==> src/rtl/hpt_pkg.sv <==
package hpt_pkg;

    // Tag word fields and compare mask
    localparam logic [63:0] TAG_CMP_MASK = 64'h3FFF_FFFF_FFFF_FF80;
    localparam int          TB_VALID     = 0;
    localparam int          TB_SECOND    = 1;
    localparam int          TB_LARGE     = 2;
    localparam int          TAG_LSHIFT   = 7;
    localparam int          VA_TAG_RSH   = 23;

    // Bytes per doubleword, as a shift
    localparam int          DW_SHIFT     = 3;

    typedef enum logic [2:0] {
        ST_IDLE,
        ST_LAUNCH,
        ST_PROBE,
        ST_FETCH_R,
        ST_REPORT
    } scan_state_e;

endpackage

==> src/rtl/hpt_group_hash.sv <==
module hpt_group_hash #(
    parameter int WORD_W    = 64,
    parameter int HASH_W    = 39,
    parameter int SEG_SHIFT = 28,
    parameter int SHIFT_W   = 6
) (
    input  logic [WORD_W-1:0]  va,
    input  logic [SHIFT_W-1:0] pshift,
    input  logic [HASH_W-1:0]  tbl_mask,
    input  logic               second,
    output logic [HASH_W-1:0]  group
);
    localparam logic [WORD_W-1:0] SEG_LO_MASK = (WORD_W'(1) << SEG_SHIFT) - WORD_W'(1);

    logic [HASH_W-1:0] seg_part;
    logic [HASH_W-1:0] page_part;
    logic [HASH_W-1:0] hash;

    always_comb begin
        seg_part  = HASH_W'(va >> SEG_SHIFT);
        page_part = HASH_W'((va & SEG_LO_MASK) >> pshift);
        hash      = seg_part ^ page_part;
        group     = (second ? ~hash : hash) & tbl_mask;
    end

endmodule

==> src/rtl/hpt_tag_build.sv <==
module hpt_tag_build #(
    parameter int WORD_W  = 64,
    parameter int PSIZE_W = 3
) (
    input  logic [WORD_W-1:0]  va,
    input  logic [WORD_W-1:0]  avpn_mask,
    input  logic [PSIZE_W-1:0] psize,
    output logic [WORD_W-1:0]  tag
);
    import hpt_pkg::*;

    logic [WORD_W-1:0] page_no;

    always_comb begin
        page_no       = (va >> VA_TAG_RSH) & ~avpn_mask;
        tag           = page_no << TAG_LSHIFT;
        tag[TB_LARGE] = (psize != '0);
    end

endmodule

==> src/rtl/hpt_slot_cmp.sv <==
module hpt_slot_cmp #(
    parameter int WORD_W = 64
) (
    input  logic [WORD_W-1:0] entry_v,
    input  logic [WORD_W-1:0] tag,
    input  logic              second,
    output logic              match
);
    import hpt_pkg::*;

    logic tag_eq;
    logic pass_ok;

    always_comb begin
        tag_eq  = (((entry_v ^ tag) & WORD_W'(TAG_CMP_MASK)) == '0);
        pass_ok = (entry_v[TB_SECOND] == second);
        match   = entry_v[TB_VALID] && tag_eq && pass_ok;
    end

endmodule

==> src/rtl/hpt_group_search.sv <==
module hpt_group_search #(
    parameter int WORD_W    = 64,
    parameter int HASH_W    = 39,
    parameter int SEG_SHIFT = 28,
    parameter int SHIFT_W   = 6,
    parameter int PSIZE_W   = 3,
    parameter int SLOT_W    = 3
) (
    input  logic                         clk,
    input  logic                         rst_n,
    input  logic                         start_i,
    input  logic [WORD_W-1:0]            va_i,
    input  logic [SHIFT_W-1:0]           pshift_i,
    input  logic [WORD_W-1:0]            avpn_mask_i,
    input  logic [PSIZE_W-1:0]           psize_i,
    input  logic [HASH_W-1:0]            tbl_mask_i,
    output logic                         rd_en_o,
    output logic [HASH_W+SLOT_W+3:0]     rd_addr_o,
    input  logic [WORD_W-1:0]            rd_data_i,
    output logic                         busy_o,
    output logic                         done_o,
    output logic                         hit_o,
    output logic [SLOT_W-1:0]            slot_o,
    output logic                         sec_o,
    output logic [WORD_W-1:0]            rword_o,
    output logic [WORD_W-1:0]            cmp_word_o
);
    import hpt_pkg::*;

    localparam int                ADDR_W    = HASH_W + SLOT_W + 4;
    localparam logic [SLOT_W-1:0] LAST_SLOT = '1;

    scan_state_e          state_q, state_d;
    logic [SLOT_W-1:0]    slot_q, slot_d;
    logic                 pass_q, pass_d;
    logic                 accept;

    logic [WORD_W-1:0]    va_q;
    logic [SHIFT_W-1:0]   pshift_q;
    logic [WORD_W-1:0]    avpn_q;
    logic [PSIZE_W-1:0]   psize_q;
    logic [HASH_W-1:0]    tmask_q;

    logic                 hit_q, sec_q;
    logic [SLOT_W-1:0]    rslot_q;
    logic [WORD_W-1:0]    rword_q;

    logic [WORD_W-1:0]    tag;
    logic                 slot_match;
    logic                 rd_pass;
    logic [SLOT_W-1:0]    rd_slot;
    logic                 rd_word;
    logic [HASH_W-1:0]    rd_group;

    // Sub-blocks
    hpt_tag_build #(.WORD_W(WORD_W), .PSIZE_W(PSIZE_W)) u_tag (
        .va        (va_q),
        .avpn_mask (avpn_q),
        .psize     (psize_q),
        .tag       (tag)
    );

    hpt_slot_cmp #(.WORD_W(WORD_W)) u_cmp (
        .entry_v (rd_data_i),
        .tag     (tag),
        .second  (pass_q),
        .match   (slot_match)
    );

    hpt_group_hash #(
        .WORD_W(WORD_W), .HASH_W(HASH_W), .SEG_SHIFT(SEG_SHIFT), .SHIFT_W(SHIFT_W)
    ) u_hash (
        .va       (va_q),
        .pshift   (pshift_q),
        .tbl_mask (tmask_q),
        .second   (rd_pass),
        .group    (rd_group)
    );

    assign accept = start_i && (state_q == ST_IDLE || state_q == ST_REPORT);

    // Next-state logic
    always_comb begin
        state_d = state_q;
        slot_d  = slot_q;
        pass_d  = pass_q;
        unique case (state_q)
            ST_IDLE: begin
                if (accept) begin
                    state_d = ST_LAUNCH;
                    slot_d  = '0;
                    pass_d  = 1'b0;
                end
            end
            ST_LAUNCH: begin
                state_d = ST_PROBE;
            end
            ST_PROBE: begin
                if (slot_match) begin
                    state_d = ST_FETCH_R;
                end else if (slot_q != LAST_SLOT) begin
                    slot_d = slot_q + SLOT_W'(1);
                end else if (!pass_q) begin
                    slot_d = '0;
                    pass_d = 1'b1;
                end else begin
                    state_d = ST_REPORT;
                end
            end
            ST_FETCH_R: begin
                state_d = ST_REPORT;
            end
            ST_REPORT: begin
                if (accept) begin
                    state_d = ST_LAUNCH;
                    slot_d  = '0;
                    pass_d  = 1'b0;
                end else begin
                    state_d = ST_IDLE;
                end
            end
            default: state_d = ST_IDLE;
        endcase
    end

    // State register, request capture and result registers
    always_ff @(posedge clk or negedge rst_n) begin
        if (!rst_n) begin
            state_q  <= ST_IDLE;
            slot_q   <= '0;
            pass_q   <= 1'b0;
            va_q     <= '0;
            pshift_q <= '0;
            avpn_q   <= '0;
            psize_q  <= '0;
            tmask_q  <= '0;
            hit_q    <= 1'b0;
            sec_q    <= 1'b0;
            rslot_q  <= '0;
            rword_q  <= '0;
        end else begin
            state_q <= state_d;
            slot_q  <= slot_d;
            pass_q  <= pass_d;
            if (accept) begin
                va_q     <= va_i;
                pshift_q <= pshift_i;
                avpn_q   <= avpn_mask_i;
                psize_q  <= psize_i;
                tmask_q  <= tbl_mask_i;
            end
            if (state_q == ST_FETCH_R) begin
                hit_q   <= 1'b1;
                sec_q   <= pass_q;
                rslot_q <= slot_q;
                rword_q <= rd_data_i;
            end else if (state_q == ST_PROBE && state_d == ST_REPORT) begin
                hit_q   <= 1'b0;
                sec_q   <= 1'b0;
                rslot_q <= '0;
                rword_q <= '0;
            end
        end
    end

    // Outputs
    always_comb begin
        rd_en_o = 1'b0;
        rd_pass = pass_q;
        rd_slot = slot_q;
        rd_word = 1'b0;
        unique case (state_q)
            ST_LAUNCH: begin
                rd_en_o = 1'b1;
                rd_pass = 1'b0;
                rd_slot = '0;
            end
            ST_PROBE: begin
                if (slot_match) begin
                    rd_en_o = 1'b1;
                    rd_word = 1'b1;
                end else if (slot_q != LAST_SLOT) begin
                    rd_en_o = 1'b1;
                    rd_slot = slot_q + SLOT_W'(1);
                end else if (!pass_q) begin
                    rd_en_o = 1'b1;
                    rd_pass = 1'b1;
                    rd_slot = '0;
                end
            end
            default: ;
        endcase
        rd_addr_o  = ADDR_W'({rd_group, rd_slot, rd_word, {DW_SHIFT{1'b0}}});
        busy_o     = (state_q == ST_LAUNCH) || (state_q == ST_PROBE) || (state_q == ST_FETCH_R);
        done_o     = (state_q == ST_REPORT);
        hit_o      = hit_q;
        sec_o      = sec_q;
        slot_o     = rslot_q;
        rword_o    = rword_q;
        cmp_word_o = tag;
    end


    idle_quiet_chk: assert property (@(posedge clk) disable iff (!rst_n)
        !busy_o |-> !rd_en_o);


    rword_last_chk: assert property (@(posedge clk) disable iff (!rst_n)
        (rd_en_o && rd_addr_o[DW_SHIFT]) |=> !rd_en_o);


    done_pulse_chk: assert property (@(posedge clk) disable iff (!rst_n)
        done_o |=> !done_o);


    busy_done_excl_chk: assert property (@(posedge clk) disable iff (!rst_n)
        !(busy_o && done_o));


    result_hold_chk: assert property (@(posedge clk) disable iff (!rst_n)
        ((hit_o != $past(hit_o)) || (rword_o != $past(rword_o))) |-> done_o);


    launch_probe_chk: assert property (@(posedge clk) disable iff (!rst_n)
        (state_q == ST_LAUNCH) |=> (state_q == ST_PROBE));

endmodule

==> config.mk <==
export PLATFORM = sky130hd
export DESIGN_NAME = hpt_group_search
export DESIGN_NICKNAME = d
export VERILOG_FILES = /design/src/rtl/hpt_pkg.sv /design/src/rtl/hpt_group_hash.sv /design/src/rtl/hpt_tag_build.sv /design/src/rtl/hpt_slot_cmp.sv /design/src/rtl/hpt_group_search.sv
export SDC_FILE = /design/constraint.sdc
export NUM_CORES = 1
export LEC_CHECK = 0
export BUFFER_PORTS_ARGS = -buffer_cell sky130_fd_sc_hd__buf_2
export CAP_MARGIN = 20
export CORE_AREA = 2 2 166 168
export CTS_BUF_LIST = sky130_fd_sc_hd__clkbuf_8 sky130_fd_sc_hd__clkbuf_16
export DETAILED_ROUTE_END_ITERATION = 7
export DIE_AREA = 0 0 168 170
export PLACE_DENSITY_LB_ADDON = 0.15
export SYNTH_ARGS = -nofsm -noshare
export SYNTH_HDL_FRONTEND = slang
export SYNTH_SLANG_ARGS = --single-unit
==> constraint.sdc <==
create_clock -name clk -period 2.7 [get_ports clk]
set_input_delay 0.135 -clock clk [delete_from_list [all_inputs] [get_ports clk]]
set_output_delay 0.135 -clock clk [all_outputs]
set_load 0.05 [all_outputs]
Word-level counts from Yosys, hierarchy flattened. Cells that the tools add are included.

Flip-flop bits (word level): 245. Output and inout bits: 182. Input port bits: 243. Word-level logic and storage cells: 73.

Bitwise gates (word level): 6. Eq/ne operators: 8. Reductions and logical operators: 14. Add/sub/neg operators: 1. Multiplexer cells: 31. Shift operators: 1.

Operator list (number): 64-bit 2-to-1 mux (2); 64-bit zero test (1); 62-bit bitwise XOR (1); 41-bit by 57-bit bitwise AND with 57-bit output (1); 57-bit NOT (1); 39-bit bitwise AND (1); 39-bit 2-to-1 mux (1); 39-bit NOT (1); 28-bit by 6-bit >> shifter with 39-bit output (1); 36-bit by 39-bit bitwise XOR with 39-bit output (1); 3-bit 2-to-1 mux (10); 3-bit case mux with 5 select lines (1); 1-bit 2-to-1 mux (12); 3-bit case mux with 2 select lines (2); 3-bit by 2-bit == test with 1-bit output (second input constant) (2); 3-bit == test (second input constant) (2); 1-bit case mux with 2 select lines (3); 1-bit logical AND (4); 2-bit nonzero test (2); 3-bit by 1-bit adder with 3-bit output (second input constant) (1); 3-bit by 1-bit == test with 1-bit output (second input constant) (1); 3-bit zero test (1); 1-bit logical OR (3); 3-bit != test (second input constant) (1); other kinds (5) (5).

Depth between registers and ports, before layout.
Depth after elaboration: 12. Gate-level depth with buffers: 10. Mapped depth without buffers: 7.

By module. Synthesis repeated with hierarchy kept, for this count alone.

Cells, all modules: 1018. Area total of the unflattened synthesis: 13636.8 sq um.

Modules (own cells, without submodules): hpt_group_search (area an instance 9944.5 sq um, times used 1, cells an instance 577, seq. area each 6306.0 sq um); hpt_group_hash (area an instance 2616.3 sq um, times used 1, cells an instance 296, seq. area each 0.0 sq um); hpt_slot_cmp (area an instance 644.4 sq um, times used 1, cells an instance 80, seq. area each 0.0 sq um); hpt_tag_build (area an instance 431.7 sq um, times used 1, cells an instance 65, seq. area each 0.0 sq um).

Least setup slack after synthesis. OpenSTA, ideal clock, no wires.

Kind: register to output. Start: register va_q[23]. End: output rd_addr_o[27]. Data required time: 2.565 ns. Arrival time: 3.674 ns. Path slack: -1.109 ns. Stages on the path, launching flop included: 10. Buffers on the path: 2. Path through: dfrtp_1 nor2b_1 xnor2_1 nand4_1 nor4_2 a21o_1 buf_2 clkbuf_1 nand3_1 a21boi_0.

Cells in the longest elaborated chain, start to end: 9. Elaborated cells between the ends (all ways): 12. Those cells by class: shift (1); mux (3); bitwise (5); reduce/logical (3).

RTL lines: from (decl) (line hpt_group_search.sv:38) `logic [WORD_W-1:0] va_q;`; from (signal assigned) (line hpt_group_search.sv:146) `va_q <= va_i;`; 41-bit by 57-bit bitwise AND with 57-bit output (line hpt_tag_build.sv:15) `page_no = (va >> VA_TAG_RSH) & ~avpn_mask;`; named net cmp_word_o[7] (line hpt_group_search.sv:26) `output logic [WORD_W-1:0] cmp_word_o`; 62-bit bitwise XOR (line hpt_slot_cmp.sv:15) `tag_eq = (((entry_v ^ tag) & WORD_W'(TAG_CMP_MASK)) == '0);`; 64-bit zero test (line hpt_slot_cmp.sv:15); 1-bit logical AND (2 in series) (line hpt_slot_cmp.sv:17) `match = entry_v[TB_VALID] && tag_eq && pass_ok;`; 1-bit 2-to-1 mux (line hpt_group_search.sv:179) `if (slot_match) begin`; 1-bit case mux with 2 select lines (line hpt_group_search.sv:172) `unique case (state_q)`; 39-bit 2-to-1 mux (line hpt_group_hash.sv:23) `group = (second ? ~hash : hash) & tbl_mask;`; 39-bit bitwise AND (line hpt_group_hash.sv:23); to (decl) (line hpt_group_search.sv:18) `output logic [HASH_W+SLOT_W+3:0] rd_addr_o,`.

The timed path passes the listed nets, and every way through them passes these cells.

Worst setup path after layout.
Start: register avpn_q[2]. End: output rd_addr_o[38].

Cells in the longest elaborated chain, start to end: 10.

RTL lines: from (decl) (line hpt_group_search.sv:40) `logic [WORD_W-1:0] avpn_q;`; from (signal assigned) (line hpt_group_search.sv:148) `avpn_q <= avpn_mask_i;`; 57-bit NOT (line hpt_tag_build.sv:15); 41-bit by 57-bit bitwise AND with 57-bit output (line hpt_tag_build.sv:15); 62-bit bitwise XOR (line hpt_slot_cmp.sv:15); 64-bit zero test (line hpt_slot_cmp.sv:15); 1-bit logical AND (2 in series) (line hpt_slot_cmp.sv:17); 1-bit 2-to-1 mux (line hpt_group_search.sv:179); 1-bit case mux with 2 select lines (line hpt_group_search.sv:172); 39-bit 2-to-1 mux (line hpt_group_hash.sv:23); 39-bit bitwise AND (line hpt_group_hash.sv:23).

No other way between the ends.

==> impl_metrics.py <==
metrics = {
    "cells_and_area": {
        "final_common_cell": "buf_2",
        "final_layout_size_suffix_gt1_share_pct": 53.1,
        "syn2layout_area_growth_pct": 64.9,
        "nets": 1890,
        "fin_cells": 2008,
        "stdcell_area_um2": 19700,
        "layout_common_cells": "buf_2 (331), dfrtp_1 (222), dlygate4sd3_1 (218)",
    },
    "cts": {
        "htree_levels": 1,
        "cts_buffers": 27,
        "root_buffer": "clkbuf_16",
        "cts_sinks": 229,
        "clk_latency_ns": 0.54,
        "clk_path_buf_depth": 3,
        "clk_pin_slew_ns": 0.06,
        "cts_tree": "done",
    },
    "routing": {
        "wl_per_cell_um": 22.9,
        "vias": 11000,
        "ant_nets": 0,
        "drtIter0Drc": 759,
        "first_pass_iters": 6,
        "drc": 0,
        "viasPerCell": 5.49,
        "routed_wl_um": 45900,
    },
    "setup_path": {
        "crit_family": "simple AND/OR/NAND/NOR gates",
        "critical_path_buf_inv_count": 4,
        "start_kind": "register",
        "crit_type": "register to output port",
        "path_depth": 11,
        "cp-end-kind": "output port",
        "arrival_ns": 3.13,
        "critPathSlowestCell": "dfrtp_1",
        "worstRegToRegCells": 13,
        "slowest_delay_ns": 0.41,
        "required_ns": 2.57,
        "crit_chain": "nor2b_4 > xnor2_2 > nand4_1 > nor4_2 > buf_4 > o21ai_4 > clkbuf_16 > buf_12 > o21ai_0 > and3b_2 > buf_6",
        "critPathMaxFanout": 7,
    },
    "synthesis": {
        "synth_cell_types": 57,
        "synthArstFlopShare_pct": 100,
        "ys_warn_count": 0,
        "synth-seq-cells": 229,
        "yosysSeqAreaShare_pct": 48.0,
        "synth_edf_count": 0,
        "mappedNetlistArea_um2": 11900,
        "syn_inst": 973,
        "synth_flop_cell": "dfrtp_1",
        "avgSynthCellArea_um2": 12.3,
    },
    "power_and_ir_drop": {
        "ir_worst_vdd_v": 0.000799,
        "p_leak_nw": 9.05,
        "pwr_density_cell_nw_per_um2": 1430,
    },
    "sta": {
        "rsz0062_at_grt": "yes",
        "setup_viol": 84,
        "timing.final.ws_setup_ns": -0.567,
        "drv_slew": 0,
        "finalHoldViolCount": 0,
        "skew_ns": 0.0159,
        "fin_crit_ns": 3.27,
        "fin_crit_sh_pct": 121,
        "maxSlewHeadroom_pct": 57.5,
        "worst_pin_slew_ns": 0.629,
        "timing.fmax_mhz": 306,
        "setup_tns_ns": -22.56,
    },
    "floorplan": {
        "core.rowCount": 60,
        "coreArea_um2": 26700,
        "die_area_um2": 28600,
        "start_util_pct": 44.8,
        "io-pin-count": 425,
        "die_h_um": 170,
        "die_w_um": 168,
    },
    "hold_path": {
        "whs_path_depth": 3,
        "hold_path.class": "input pin to register",
    },
    "global_routing": {
        "grt_pass1_vias": 11200,
        "grt_max_degree": 102,
        "grt-ovfl-total": 0,
        "antenna_found_initial": 1,
        "grt_pass1_wl_um": 65000,
        "grt_use_total_pct": 29.5,
    },
    "placement": {
        "dp_cells": 1676,
        "hpwl_um": 28800,
        "placed_cell_area_um2": 14900,
        "io_buffer_count": 376,
        "gp_congestion": 0.846,
    },
    "status": {
        "status": "finished with violations",
        "violations": "setup timing",
    },
    "job": {
        "max-cap-violations": 0,
    },
}
==> registers in the layout, indices dropped and copies added (netlist names), 6 cells and up <==
name,count
rword_o,64
tmask_q,39
pshift_q,6
va_q,64
avpn_q,41
==> Yosys cell counts (all sizes together) (5+ instances only) <==
cell type  number  area share [%]
o21ai          31             1.3
and2            6            0.34
a22oi           5            0.31
nor2           18            0.57
xnor2          57             4.2
clkbuf         40             1.3
a22o           68             5.0
mux2          156              15
mux2i          19             1.6
o22ai           6            0.31
buf            51             3.0
and3b          19             1.4
mux4           27             5.2
inv             8            0.25
a21o           13            0.82
nor2b          49             2.6
or3             7            0.37
nand3          26             1.1
nor4            6            0.47
dfrtp         229              48
a21boi         17             1.1
nor3           11            0.46
nand2          21            0.66
xor2           13            0.95
nand4          10            0.52
a21oi          19            0.80
==> power breakdown <==
part           switching, mW  internal [mW]
clock network           1.49           2.04
logic                   10.2           7.70
registers               1.53           5.12
==> worst paths after layout <==
check	startpoint	slack [ns]	endpoint
worst max-delay path	avpn_q[2]	-0.57	rd_addr_o[38]
worst min-delay path	start_i	0.04	va_q[49]
worst max register to register	avpn_q[2]	-0.09	rword_o[23]
worst min register to register	rword_o[58]	0.50	rword_o[58]
max in group asynchronous	rst_n	1.61	va_q[53]
min in group asynchronous	rst_n	0.10	va_q[38]
==> what timing repair did <==
item                                    CTS  global route
hold buffers                            218             0
setup buffers                            13            30
pin swaps                                44            91
gates cloned                              9            13
endpoints found under the setup margin   55           112
endpoints found under the hold margin   291             0
gates resized for setup                 176            76
==> worst register-to-register path, cell delays in order, from the launching register on <==
cell       delay [ns]
dfrtp_1          0.41
nor2b_4          0.24
xnor2_2          0.16
nand4_1          0.22
nor4_2           0.36
buf_4            0.23
buf_6            0.12
a31oi_4          0.09
buf_6            0.14
o21ai_4          0.15
buf_12           0.15
buf_12           0.14
clkbuf_16        0.16
a22o_1           0.15
==> cells by family (layout without fill, tap and decap cells) <==
group / after synthesis / in the layout / share of synthesized area (%)
xor gates and xnor gates: 70 / 70 / 5.13
and+or+nand+nor: 189 / 189 / 9.40
DFF: 229 / 229 / 48.0
adders and majority gates: 2 / 2 / 0.209
AOI/OAI and AO/OA: 181 / 182 / 11.2
other: 1 / 26 / 0.0314
buffers and inverters: 99 / 767 / 4.46
muxes: 202 / 202 / 21.5
==> metrics by stage <==
step	hold slack, ns	util [%]	total power [mW]	setup WS, ns
final	0.0429	73.9	28.1	-0.567
after global routing	0.0534	73.9	29.3	-0.643
after CTS	0.0282	71.2	27.0	-0.513
after detailed placement	0.0899	55.9	21.8	-0.270
after global placement	0.0916	55.9	21.6	-0.202
after floorplan	-0.161	-	17.5	-0.0593
==> layout make-up <==
class	count	area, um^2
Antenna cell	1	2.50
Clock buffer	32	744
Clock inverter	18	110
Fill cell	1737	6960
Inverter	8	30.0
Multi-Input combinational cell	670	6780
Sequential cell	229	5740
Tap cell	341	427
Timing Repair Buffer	709	5860
==> routing by layer <==
layer  part of all wire, %  wire length [um]  global-route usage [%]
met1                    41             18800                    38.3
met2                    49             22600                    50.3
met3                   6.9              3150                    5.86
met4                   3.0              1360                    8.47
met5                     0                 0                       0
(Power assumes the default switching activity.)
